**config.mk**
```make
export PLATFORM = sky130hd
export DESIGN_NAME = uart_fifo_irq
export DESIGN_NICKNAME = d
export VERILOG_FILES = /design/src/rtl/ufi_pkg.sv /design/src/rtl/ufi_fifo.sv /design/src/rtl/ufi_rx_timer.sv /design/src/rtl/ufi_irq.sv /design/src/rtl/uart_fifo_irq.sv
export SDC_FILE = /design/constraint.sdc
export NUM_CORES = 1
export LEC_CHECK = 0
export BUFFER_PORTS_ARGS = -buffer_cell sky130_fd_sc_hd__buf_4
export CAP_MARGIN = 10
export CORE_MARGIN = 4
export CORE_UTILIZATION = 45
export CTS_CLUSTER_DIAMETER = 50
export DETAILED_ROUTE_END_ITERATION = 7
export PLACE_DENSITY_LB_ADDON = 0.12
export SYNTH_ARGS = -nofsm -noshare
export SYNTH_HDL_FRONTEND = slang
export SYNTH_SLANG_ARGS = --single-unit
```
**constraint.sdc**
```tcl
create_clock -name clk -period 3.56 [get_ports clk]
set_input_delay 1.068 -clock clk [delete_from_list [all_inputs] [get_ports clk]]
set_output_delay 1.068 -clock clk [all_outputs]
set_load 0.02 [all_outputs]
```
**src/rtl/ufi_pkg.sv**
```systemverilog
`timescale 1ns/1ps
package ufi_pkg;
    localparam int DATA_W     = 8;
    localparam int FIFO_DEPTH = 16;
    localparam int CNT_W      = $clog2(FIFO_DEPTH + 1);
    localparam int TO_W       = 4;
    localparam int NSRC       = 8;

    typedef enum int unsigned {
        SRC_RX_LVL   = 0,
        SRC_RX_TO    = 1,
        SRC_RX_ERR   = 2,
        SRC_RX_OVF   = 3,
        SRC_TX_LVL   = 4,
        SRC_TX_EMPTY = 5,
        SRC_TX_OVF   = 6,
        SRC_CTS_CHG  = 7
    } src_e;

    typedef logic [NSRC-1:0] src_vec_t;

    function automatic src_vec_t src_bit(input src_e s);
        return src_vec_t'(1) << int'(s);
    endfunction

    localparam src_vec_t STICKY_MASK = src_bit(SRC_RX_ERR) | src_bit(SRC_RX_OVF)
                                     | src_bit(SRC_TX_OVF) | src_bit(SRC_CTS_CHG);

    typedef struct packed {
        logic [CNT_W-1:0] rx_trig;
        logic [CNT_W-1:0] tx_trig;
        logic [CNT_W-1:0] rts_trig;
        logic [TO_W-1:0]  to_limit;
    } cfg_t;

    localparam cfg_t CFG_RESET = '{
        rx_trig:  CNT_W'(FIFO_DEPTH / 2),
        tx_trig:  CNT_W'(FIFO_DEPTH / 2),
        rts_trig: CNT_W'((FIFO_DEPTH * 3) / 4),
        to_limit: TO_W'(4)
    };
endpackage

```
**src/rtl/ufi_fifo.sv**
```systemverilog
`timescale 1ns/1ps
module ufi_fifo #(
    parameter int DW    = 8,
    parameter int DEPTH = 16,
    localparam int AW   = $clog2(DEPTH),
    localparam int CW   = $clog2(DEPTH + 1)
) (
    input  logic          clk,
    input  logic          rst,
    input  logic          clr,
    input  logic          push,
    input  logic [DW-1:0] push_data,
    input  logic          pop,
    output logic [DW-1:0] head,
    output logic [CW-1:0] count,
    output logic          empty,
    output logic          drop
);
    logic [DW-1:0] mem [DEPTH];
    logic [AW-1:0] wp, rp;
    logic          full, do_push, do_pop;

    assign full    = (count == CW'(DEPTH));
    assign empty   = (count == '0);
    assign do_push = push && !full && !clr;
    assign do_pop  = pop && !empty && !clr;
    assign drop    = push && full && !clr;
    assign head    = mem[rp];

    function automatic logic [AW-1:0] wrap_inc(input logic [AW-1:0] p);
        return (p == AW'(DEPTH - 1)) ? '0 : p + 1'b1;
    endfunction

    always_ff @(posedge clk) begin
        if (do_push) mem[wp] <= push_data;
    end

    always_ff @(posedge clk) begin
        if (rst || clr) begin
            wp    <= '0;
            rp    <= '0;
            count <= '0;
        end else begin
            if (do_push) wp <= wrap_inc(wp);
            if (do_pop)  rp <= wrap_inc(rp);
            unique case ({do_push, do_pop})
                2'b10:   count <= count + 1'b1;
                2'b01:   count <= count - 1'b1;
                default: count <= count;
            endcase
        end
    end


    full_drop_chk: assert property (@(posedge clk) disable iff (rst)
        (full && push && !clr) |=> (count == CW'(DEPTH)) || $past(pop));

    empty_pop_chk: assert property (@(posedge clk) disable iff (rst)
        (empty && pop && !push && !clr) |=> empty);

    clr_empty_chk: assert property (@(posedge clk) disable iff (rst)
        clr |=> empty);
endmodule

```
**src/rtl/ufi_rx_timer.sv**
```systemverilog
`timescale 1ns/1ps
module ufi_rx_timer #(
    parameter int TW = 4
) (
    input  logic          clk,
    input  logic          rst,
    input  logic          restart,
    input  logic          rx_empty,
    input  logic          tick,
    input  logic [TW-1:0] limit,
    output logic          expired
);
    localparam logic [TW-1:0] CNT_MAX = '1;
    logic [TW-1:0] cnt;

    always_ff @(posedge clk) begin
        if (rst || restart || rx_empty) cnt <= '0;
        else if (tick && cnt != CNT_MAX) cnt <= cnt + 1'b1;
    end

    assign expired = !rx_empty && (cnt >= limit);


    to_no_tick_chk: assert property (@(posedge clk) disable iff (rst)
        (!expired && !tick && !rx_empty) |=> (!expired || limit != $past(limit)));
endmodule

```
**src/rtl/ufi_irq.sv**
```systemverilog
`timescale 1ns/1ps
module ufi_irq import ufi_pkg::*; (
    input  logic     clk,
    input  logic     rst,
    input  src_vec_t level,
    input  src_vec_t set_evt,
    input  src_vec_t clr_req,
    input  src_vec_t hw_clr,
    input  src_vec_t enable,
    output src_vec_t raw,
    output src_vec_t masked,
    output logic     irq
);
    src_vec_t sticky_q;

    always_ff @(posedge clk) begin
        if (rst) sticky_q <= '0;
        else     sticky_q <= ((sticky_q & ~(clr_req | hw_clr)) | set_evt) & STICKY_MASK;
    end

    assign raw    = (level & ~STICKY_MASK) | sticky_q;
    assign masked = raw & enable;
    assign irq    = |masked;

    for (genvar i = 0; i < NSRC; i++) begin : g_src
        if (STICKY_MASK[i]) begin : g_stk

            sticky_hold_chk: assert property (@(posedge clk) disable iff (rst)
                (raw[i] && !clr_req[i] && !hw_clr[i]) |=> raw[i]);

            sticky_set_chk: assert property (@(posedge clk) disable iff (rst)
                set_evt[i] |=> raw[i]);
        end
    end
endmodule

```
**src/rtl/uart_fifo_irq.sv**
```systemverilog
`timescale 1ns/1ps
module uart_fifo_irq import ufi_pkg::*; (
    input  logic              clk,
    input  logic              rst,
    input  logic              wr_en,
    input  logic [DATA_W-1:0] wr_data,
    input  logic              rd_en,
    output logic [DATA_W-1:0] rd_data,
    output logic              rx_avail,
    input  logic              rx_push,
    input  logic [DATA_W-1:0] rx_char,
    input  logic              rx_err,
    input  logic              tx_pop,
    output logic [DATA_W-1:0] tx_char,
    output logic              tx_valid,
    input  logic              char_tick,
    input  logic              cts,
    output logic              rts,
    input  logic              flow_en,
    input  logic              cfg_we,
    input  logic [CNT_W-1:0]  cfg_rx_trig,
    input  logic [CNT_W-1:0]  cfg_tx_trig,
    input  logic [CNT_W-1:0]  cfg_rts_trig,
    input  logic [TO_W-1:0]   cfg_to_limit,
    input  logic              clr_rx,
    input  logic              clr_tx,
    input  logic [NSRC-1:0]   irq_enable,
    input  logic [NSRC-1:0]   irq_clr,
    output logic [NSRC-1:0]   irq_raw,
    output logic [NSRC-1:0]   irq_masked,
    output logic              irq
);
    cfg_t             cfg_q;
    logic [CNT_W-1:0] rx_cnt, tx_cnt;
    logic             rx_empty, tx_empty, rx_drop, tx_drop, to_exp;
    logic             cts_s1, cts_s2, cts_s3;
    src_vec_t         lvl, set_evt, hw_clr;

    always_ff @(posedge clk) begin
        if (rst)         cfg_q <= CFG_RESET;
        else if (cfg_we) cfg_q <= '{rx_trig: cfg_rx_trig, tx_trig: cfg_tx_trig,
                                    rts_trig: cfg_rts_trig, to_limit: cfg_to_limit};
    end

    always_ff @(posedge clk) begin
        if (rst) {cts_s1, cts_s2, cts_s3} <= 3'b111;
        else     {cts_s1, cts_s2, cts_s3} <= {cts, cts_s1, cts_s2};
    end

    ufi_fifo #(.DW(DATA_W), .DEPTH(FIFO_DEPTH)) u_rx_fifo (
        .clk(clk), .rst(rst), .clr(clr_rx), .push(rx_push), .push_data(rx_char),
        .pop(rd_en), .head(rd_data), .count(rx_cnt), .empty(rx_empty), .drop(rx_drop)
    );

    ufi_fifo #(.DW(DATA_W), .DEPTH(FIFO_DEPTH)) u_tx_fifo (
        .clk(clk), .rst(rst), .clr(clr_tx), .push(wr_en), .push_data(wr_data),
        .pop(tx_pop), .head(tx_char), .count(tx_cnt), .empty(tx_empty), .drop(tx_drop)
    );

    ufi_rx_timer #(.TW(TO_W)) u_rx_timer (
        .clk(clk), .rst(rst), .restart(rx_push || clr_rx), .rx_empty(rx_empty),
        .tick(char_tick), .limit(cfg_q.to_limit), .expired(to_exp)
    );

    always_comb begin
        lvl               = '0;
        lvl[SRC_RX_LVL]   = (rx_cnt >= cfg_q.rx_trig);
        lvl[SRC_RX_TO]    = to_exp;
        lvl[SRC_TX_LVL]   = (tx_cnt <= cfg_q.tx_trig);
        lvl[SRC_TX_EMPTY] = tx_empty;

        set_evt              = '0;
        set_evt[SRC_RX_ERR]  = rx_err;
        set_evt[SRC_RX_OVF]  = rx_drop;
        set_evt[SRC_TX_OVF]  = tx_drop;
        set_evt[SRC_CTS_CHG] = cts_s2 ^ cts_s3;

        hw_clr             = '0;
        hw_clr[SRC_RX_ERR] = clr_rx;
        hw_clr[SRC_RX_OVF] = clr_rx;
        hw_clr[SRC_TX_OVF] = clr_tx;
    end

    ufi_irq u_irq (
        .clk(clk), .rst(rst), .level(lvl), .set_evt(set_evt), .clr_req(irq_clr),
        .hw_clr(hw_clr), .enable(irq_enable), .raw(irq_raw), .masked(irq_masked), .irq(irq)
    );

    assign rx_avail = !rx_empty;
    assign tx_valid = !tx_empty;
    assign rts      = flow_en ? (rx_cnt < cfg_q.rts_trig) : 1'b1;


    rts_hold_chk: assert property (@(posedge clk) disable iff (rst)
        (flow_en && rts && !rx_push && !cfg_we) |=> (rts || !flow_en));

    tx_empty_src_chk: assert property (@(posedge clk) disable iff (rst)
        tx_valid |-> !irq_raw[SRC_TX_EMPTY]);
endmodule

```
==> results of run 1 <==
## report_power, final
group / total [mW] / switching, mW / internal (mW) / leakage (nW)
clock network: 4.06 / 1.47 / 2.58 / 0.650
registers: 4.08 / 0.0153 / 4.06 / 2.83
logic: 0.314 / 0.170 / 0.143 / 2.13
total: 8.45 / 1.66 / 6.79 / 5.61
## worst max path at each step
stage                                     from   to  slack [ns]  cells past startpoint
2_1_floorplan  u_rx_fifo.count[0]$_SDFFE_PP0P_  irq        0.19                      7
3_3_place_gp                     irq_enable[6]  irq        0.08                      6
3_5_place_dp                     irq_enable[6]  irq        0.05                      6
4_1_cts         u_rx_timer.cnt[0]$_SDFFE_PP0P_  irq      -0.003                      8
5_1_grt         u_rx_timer.cnt[0]$_SDFFE_PP0P_  irq       -0.08                      8
6_report        u_rx_timer.cnt[0]$_SDFFE_PP0P_  irq       0.004                      8
## synthesized netlist by cell type (6+ instances only)
cell | number | area (µm²)
a21oi_1 | 20 | 100
nand2_1 | 36 | 135
xnor2_1 | 6 | 52.6
edfxtp_1 | 256 | 7690
o21ai_0 | 8 | 40.0
buf_2 | 8 | 40.0
xor2_1 | 10 | 87.6
and2_1 | 13 | 81.3
o211ai_1 | 7 | 52.6
mux4_2 | 80 | 1800
ha_1 | 36 | 450
nor4_1 | 8 | 50.1
buf_1 | 14 | 52.6
dfxtp_1 | 64 | 1280
nand2b_1 | 6 | 37.5
mux2i_1 | 18 | 180
nor2_1 | 57 | 214
nand3_1 | 20 | 100
nor3_1 | 12 | 60.1
inv_1 | 37 | 139
clkbuf_1 | 12 | 45.0
## metal layers
layer	up-vias	GRT usage	share of wire
met5	-	0	0
met4	0	0.0476	0.017
met3	39	0.0358	0.053
met2	179	0.281	0.50
met1	3602	0.229	0.43
li1	3342	-	-
## worst reg2reg max path: cells and delay by family, from the launching register on
| family | cells | cell delay [ns] |
|---|---|---|
| and+or+nand+nor | 3 | 1.08 |
| AOI/OAI and AO/OA | 3 | 0.61 |
| adders and majority gates | 2 | 0.50 |
| DFF | 1 | 0.39 |
| xor gates and xnor gates | 2 | 0.30 |
## kinds of logic after synthesis
kind of cell	share of synthesized area
DFF	0.679
and+or+nand+nor	0.0679
muxes	0.150
buffers and inverters	0.0238
AOI/OAI and AO/OA	0.0339
adders and majority gates	0.0341
xor gates and xnor gates	0.0106
## state kept, by name, indices dropped and copies added, names as in the netlist, named ones only
name,flops
cfg_q,19
u_irq.sticky_q,4
u_rx_fifo.wp,4
cts_s1,1
u_tx_fifo.mem,128
u_tx_fifo.rp,4
u_tx_fifo.count,5
u_rx_fifo.rp,4
u_tx_fifo.wp,4
cts_s3,1
u_rx_timer.cnt,4
u_rx_fifo.count,5
cts_s2,1
u_rx_fifo.mem,128
## layout make-up
| cell class | count | area, µm² | share of cell area |
|---|---|---|---|
| Sequential cell | 320 | 8990 | 0.563 |
| Multi-Input combinational cell | 395 | 3990 | 0.250 |
| Timing Repair Buffer | 134 | 1040 | 0.0650 |
| Clock buffer | 41 | 941 | 0.0589 |
| Tap cell | 384 | 480 | 0.0301 |
| Clock inverter | 26 | 390 | 0.0244 |
| Inverter | 37 | 139 | 0.00870 |
## repair_timing
action                                  4_1_cts  5_1_grt
pin swaps                                     5        6
buffers inserted                              3        8
hold endpoints to repair                      0        0
endpoints found under the setup margin        8        6
resized for setup                            16        7
==> results.yml, run 1 <==
routing:
  drt_pass1_iterations: 5
  wl_mm: 26.4
  vias: 7162
  ant_nets: 0
  viasPerCell: 5.36
  drcViolationCount: 0
  drt_iter0_markers: 418
  wl_per_cell_um: 19.7
timing:
  hold_violations: 0
  whs_ns: 0.413
  fmax_mhz: 281
  tns_ns: 0
  skew_ns: 0.0218
  layout_setup_ws_ns: 0.00363
  rsz0062_at_grt: "yes"
  maxSlewHeadroom: 0.442
  finalMaxSlewViolations: 0
  min_period_ns: 3.56
  finalCritPeriodShare: 0.999
  setup_viol: 0
  tightest_slew_ns: 0.834
power:
  p_leak_nw: 5.61
  power_density_nw_per_um2: 529
  finalPower_mw: 8.45
  peakVddDrop_mv: 0.366
critical_path:
  cp.buffers_inverters: 2
  max_stage_delay_ns: 0.48
  critPathTopFamily: "simple AND/OR/NAND/NOR gates"
  path_cells: "inv_2 -> ha_4 -> nand2b_4 -> a2111oi_4 -> nor3_2 -> and2_4 -> or4b_4 -> buf_6"
  critPathCaptureType: "output pin"
  cp_max_fo: 2
  cp_slowest_cell: "or4b_4"
  worstPathRequired_ns: 2.49
  rrSetupSlack_ns: 0.57
  critical_path_arrival_ns: 2.49
  startpoint_type: "register"
  worstRegToRegCells: 10
  r2r_start: "u_tx_fifo.count[0]$_SDFFE_PP0P_"
  rr_endpoint: "u_tx_fifo.count[4]$_SDFFE_PP0P_"
  critPathKind: "reg -> out"
layout:
  mostFrequentLayoutCell: "edfxtp_1"
  drive_above_1_share: 0.324
  final_cell_mix: "256 x edfxtp_1, 130 x buf_4, 80 x mux4_2, 57 x nor2_1, 54 x dfxtp_1"
  final_cells: 1337
  n_antenna_cell: 0
  fin_nets: 1025
  nFillCells: 2287
  fin_area_um2: 16000
  fin_util: 0.553
  syn2layout_area_growth_pct: 21.0
logic_synthesis:
  syn-cell-area_um2: 13200
  synth_edf_count: 256
  syn_avg_cell_area_um2: 16.7
  syn-num-nets: 890
  seq_area_frac_synth: 0.679
  yosys_most_used_dff: "edfxtp_1"
  synth.ff_latch_count: 320
  yosysWarnings: 0
  postSynth.asyncResetShare: 0
  synthCells: 790
  synth.distinct_cells: 61
grt:
  antenna_found_initial: 0
  grt_overflow: 0
  grt_max_degree: 33
  first_global_vias: 7690
  grt_pass1_wl_mm: 42.1
  grt_usage: 0.170
run_status:
  status: "finished clean"
placement:
  dpl.cell_count: 1259
  io_buffers: 95
  place_area_um2: 14500
  post-place-ws_ns: 0.0525
  gp_congestion: 0.793
  dp_hpwl_mm: 18.0
clock_network:
  clk_pin_slew_ns: 0.05
  max-clock-path-buffers: 3
  cts_buffers: 37
  cts_tree: "done"
  htreeDepth: 2
  clock_latency_ns: 0.52
  cts.sinks: 320
  postCtsHoldBufs: 0
  cts_root_buffer: "clkbuf_16"
floorplan:
  io_pins: 100
  dieArea_um2: 32100
  die-width_um: 179
  fp.dieH_um: 179
  initial_core_util: 0.457
  num_rows: 62
  core_um2: 28900
hold_path:
  min_to: "cts_s2$_SDFF_PP1_"
  worstHoldStart: "cts_s1$_SDFF_PP1_"
  whs_path_depth: 1
  hold_path.class: "reg -> reg"
run:
  cap_viol_max_count: 0
Power figures use the tool's default switching activity.
==> inputs of run 2 (changes only) <==
- GPL_TIMING_DRIVEN: default -> 0
==> run 2 against run 1 <==
Worst setup slack lost 0.0027 ns. Via count grew 1.9%. Fmax about the same. Flip-flop and latch count did not move. Clock skew is 0.0082 ns lower. Register-to-register slack got worse by 0.33 ns. Core utilization shrank 0.49 points. Final area decreased by 0.89%. Die area did not move. Clock-buffer cell count is 8 higher. Final cell count up 0.90%. Critical endpoint unchanged. Largest cell class unchanged. Highest routed layer unchanged.
==> results.yml, run 2 (synthesized netlist as in run 1, its figures left out) <==
timing:
  finalCritPeriodShare: 1.00
  whs_ns: 0.424
  tightest_slew_ns: 0.981
  maxSlewHeadroom: 0.344
  rsz0062_at_grt: "yes"
  setup_viol: 0
  finalMaxSlewViolations: 0
  tns_ns: 0
  hold_violations: 0
  skew_ns: 0.0136
  fmax_mhz: 281
  min_period_ns: 3.56
  layout_setup_ws_ns: 0.000959
power:
  comb_power_share: 0.041
  p_sw_mw: 1.61
  clockPowerShare: 0.443
  finalPower_mw: 7.89
  swShare: 0.203
  p_leak_nw: 5.50
  internal_power_mw: 6.29
  power_density_nw_per_um2: 499
  peakVddDrop_mv: 0.336
  p_seq_frac: 0.517
clock_network:
  clk_pin_slew_ns: 0.06
  cts_buffers: 37
  cts_root_buffer: "clkbuf_16"
  max-clock-path-buffers: 3
  clock_latency_ns: 0.51
  htreeDepth: 2
  cts.sinks: 320
  cts_tree: "done"
floorplan:
  fp.dieH_um: 179
  io_pins: 100
  initial_core_util: 0.457
  die-width_um: 179
  dieArea_um2: 32100
  core_um2: 28900
  num_rows: 62
layout:
  drive_above_1_share: 0.312
  fin_area_um2: 15800
  n_antenna_cell: 0
  final_cell_mix: "256 x edfxtp_1, 111 x buf_4, 80 x mux4_2, 57 x nor2_1, 56 x dfxtp_1"
  final_cells: 1349
  fin_nets: 1038
  fin_util: 0.548
  syn2layout_area_growth_pct: 19.9
  largestRegisters: "u_rx_fifo.mem x128, u_tx_fifo.mem x128, cfg_q x19"
  mostFrequentLayoutCell: "edfxtp_1"
run:
  cap_viol_max_count: 0
routing:
  drcViolationCount: 0
  wl_per_cell_um: 20.5
  vias: 7299
  wl_mm: 27.7
  ant_nets: 0
  viasPerCell: 5.41
  drt_iter0_markers: 495
  drt_pass1_iterations: 5
hold_path:
  hold_path.class: "reg -> reg"
critical_path:
  critPathKind: "reg -> out"
  rrSetupSlack_ns: 0.24
  critical_path_arrival_ns: 2.49
  startpoint_type: "register"
  cp_max_fo: 2
  critPathCaptureType: "output pin"
  worstPathRequired_ns: 2.49
placement:
  dp_hpwl_mm: 19.6
  place_area_um2: 14500
  post-place-ws_ns: -0.324
  gp_congestion: 0.790
  dpl.cell_count: 1278
  io_buffers: 94
grt:
  antenna_found_initial: 0
  grt_overflow: 0
  first_global_vias: 7952
  grt_pass1_wl_mm: 44.3
  grt_usage: 0.180
  grt_max_degree: 17
run_status:
  status: "finished clean"
-- run 2: final timing paths --
check | start | endpoint | cells after the start
worst max-delay path | u_rx_timer.cnt[0]$_SDFFE_PP0P_ | irq | 8
worst min-delay path | cts_s1$_SDFF_PP1_ | cts_s2$_SDFF_PP1_ | 1
worst max register to register | u_rx_fifo.count[1]$_SDFFE_PP0P_ | u_rx_fifo.count[4]$_SDFFE_PP0P_ | 14
worst min register to register | cts_s1$_SDFF_PP1_ | cts_s2$_SDFF_PP1_ | 1
-- run 2: routing by layer --
layer | vias to the layer above | GRT usage | share of wire
met5 | - | 0 | 0
met4 | 0 | 0.0428 | 0.016
met3 | 35 | 0.0350 | 0.052
met2 | 190 | 0.305 | 0.50
met1 | 3698 | 0.242 | 0.43
li1 | 3376 | - | -
-- run 2: timing repair --
action / in CTS / in global routing
buffers inserted: 7 / 1
hold buffers: 0 / 0
hold endpoints to repair: 0 / 0
setup endpoints to repair: 18 / 7
gates resized for setup: 35 / 15
pin swaps: 9 / 3
-- run 2: power groups by stage --
| stage | clock network [mW] | registers [mW] | logic (mW) |
|---|---|---|---|
| 6_report | 3.49 | 4.08 | 0.323 |
| 5_1_grt | 3.75 | 4.08 | 0.357 |
| 4_1_cts | 3.59 | 4.08 | 0.322 |
| 3_5_place_dp | 0 | 4.16 | 0.311 |
| 3_3_place_gp | 0 | 4.16 | 0.298 |
| 2_1_floorplan | 0 | 4.15 | 0.151 |
-- run 2: worst max-delay path, cell delays in order (launching register included) --
cell	delay [ns]
dfxtp_2	0.33
inv_2	0.05
ha_4	0.23
nand2b_4	0.14
a2111oi_4	0.34
nor3_4	0.07
and2_4	0.15
or4b_1	0.51
buf_6	0.15
-- run 2: cell type report --
type | count | area [µm²]
fillers | 2396 | 13000
flip-flops and latches | 320 | 8980
multi-input cells | 395 | 4030
clock buffers | 49 | 1010
repair buffers | 113 | 847
well taps | 384 | 480
plain buffers | 34 | 208
inverters | 37 | 139
clock inverters | 17 | 123
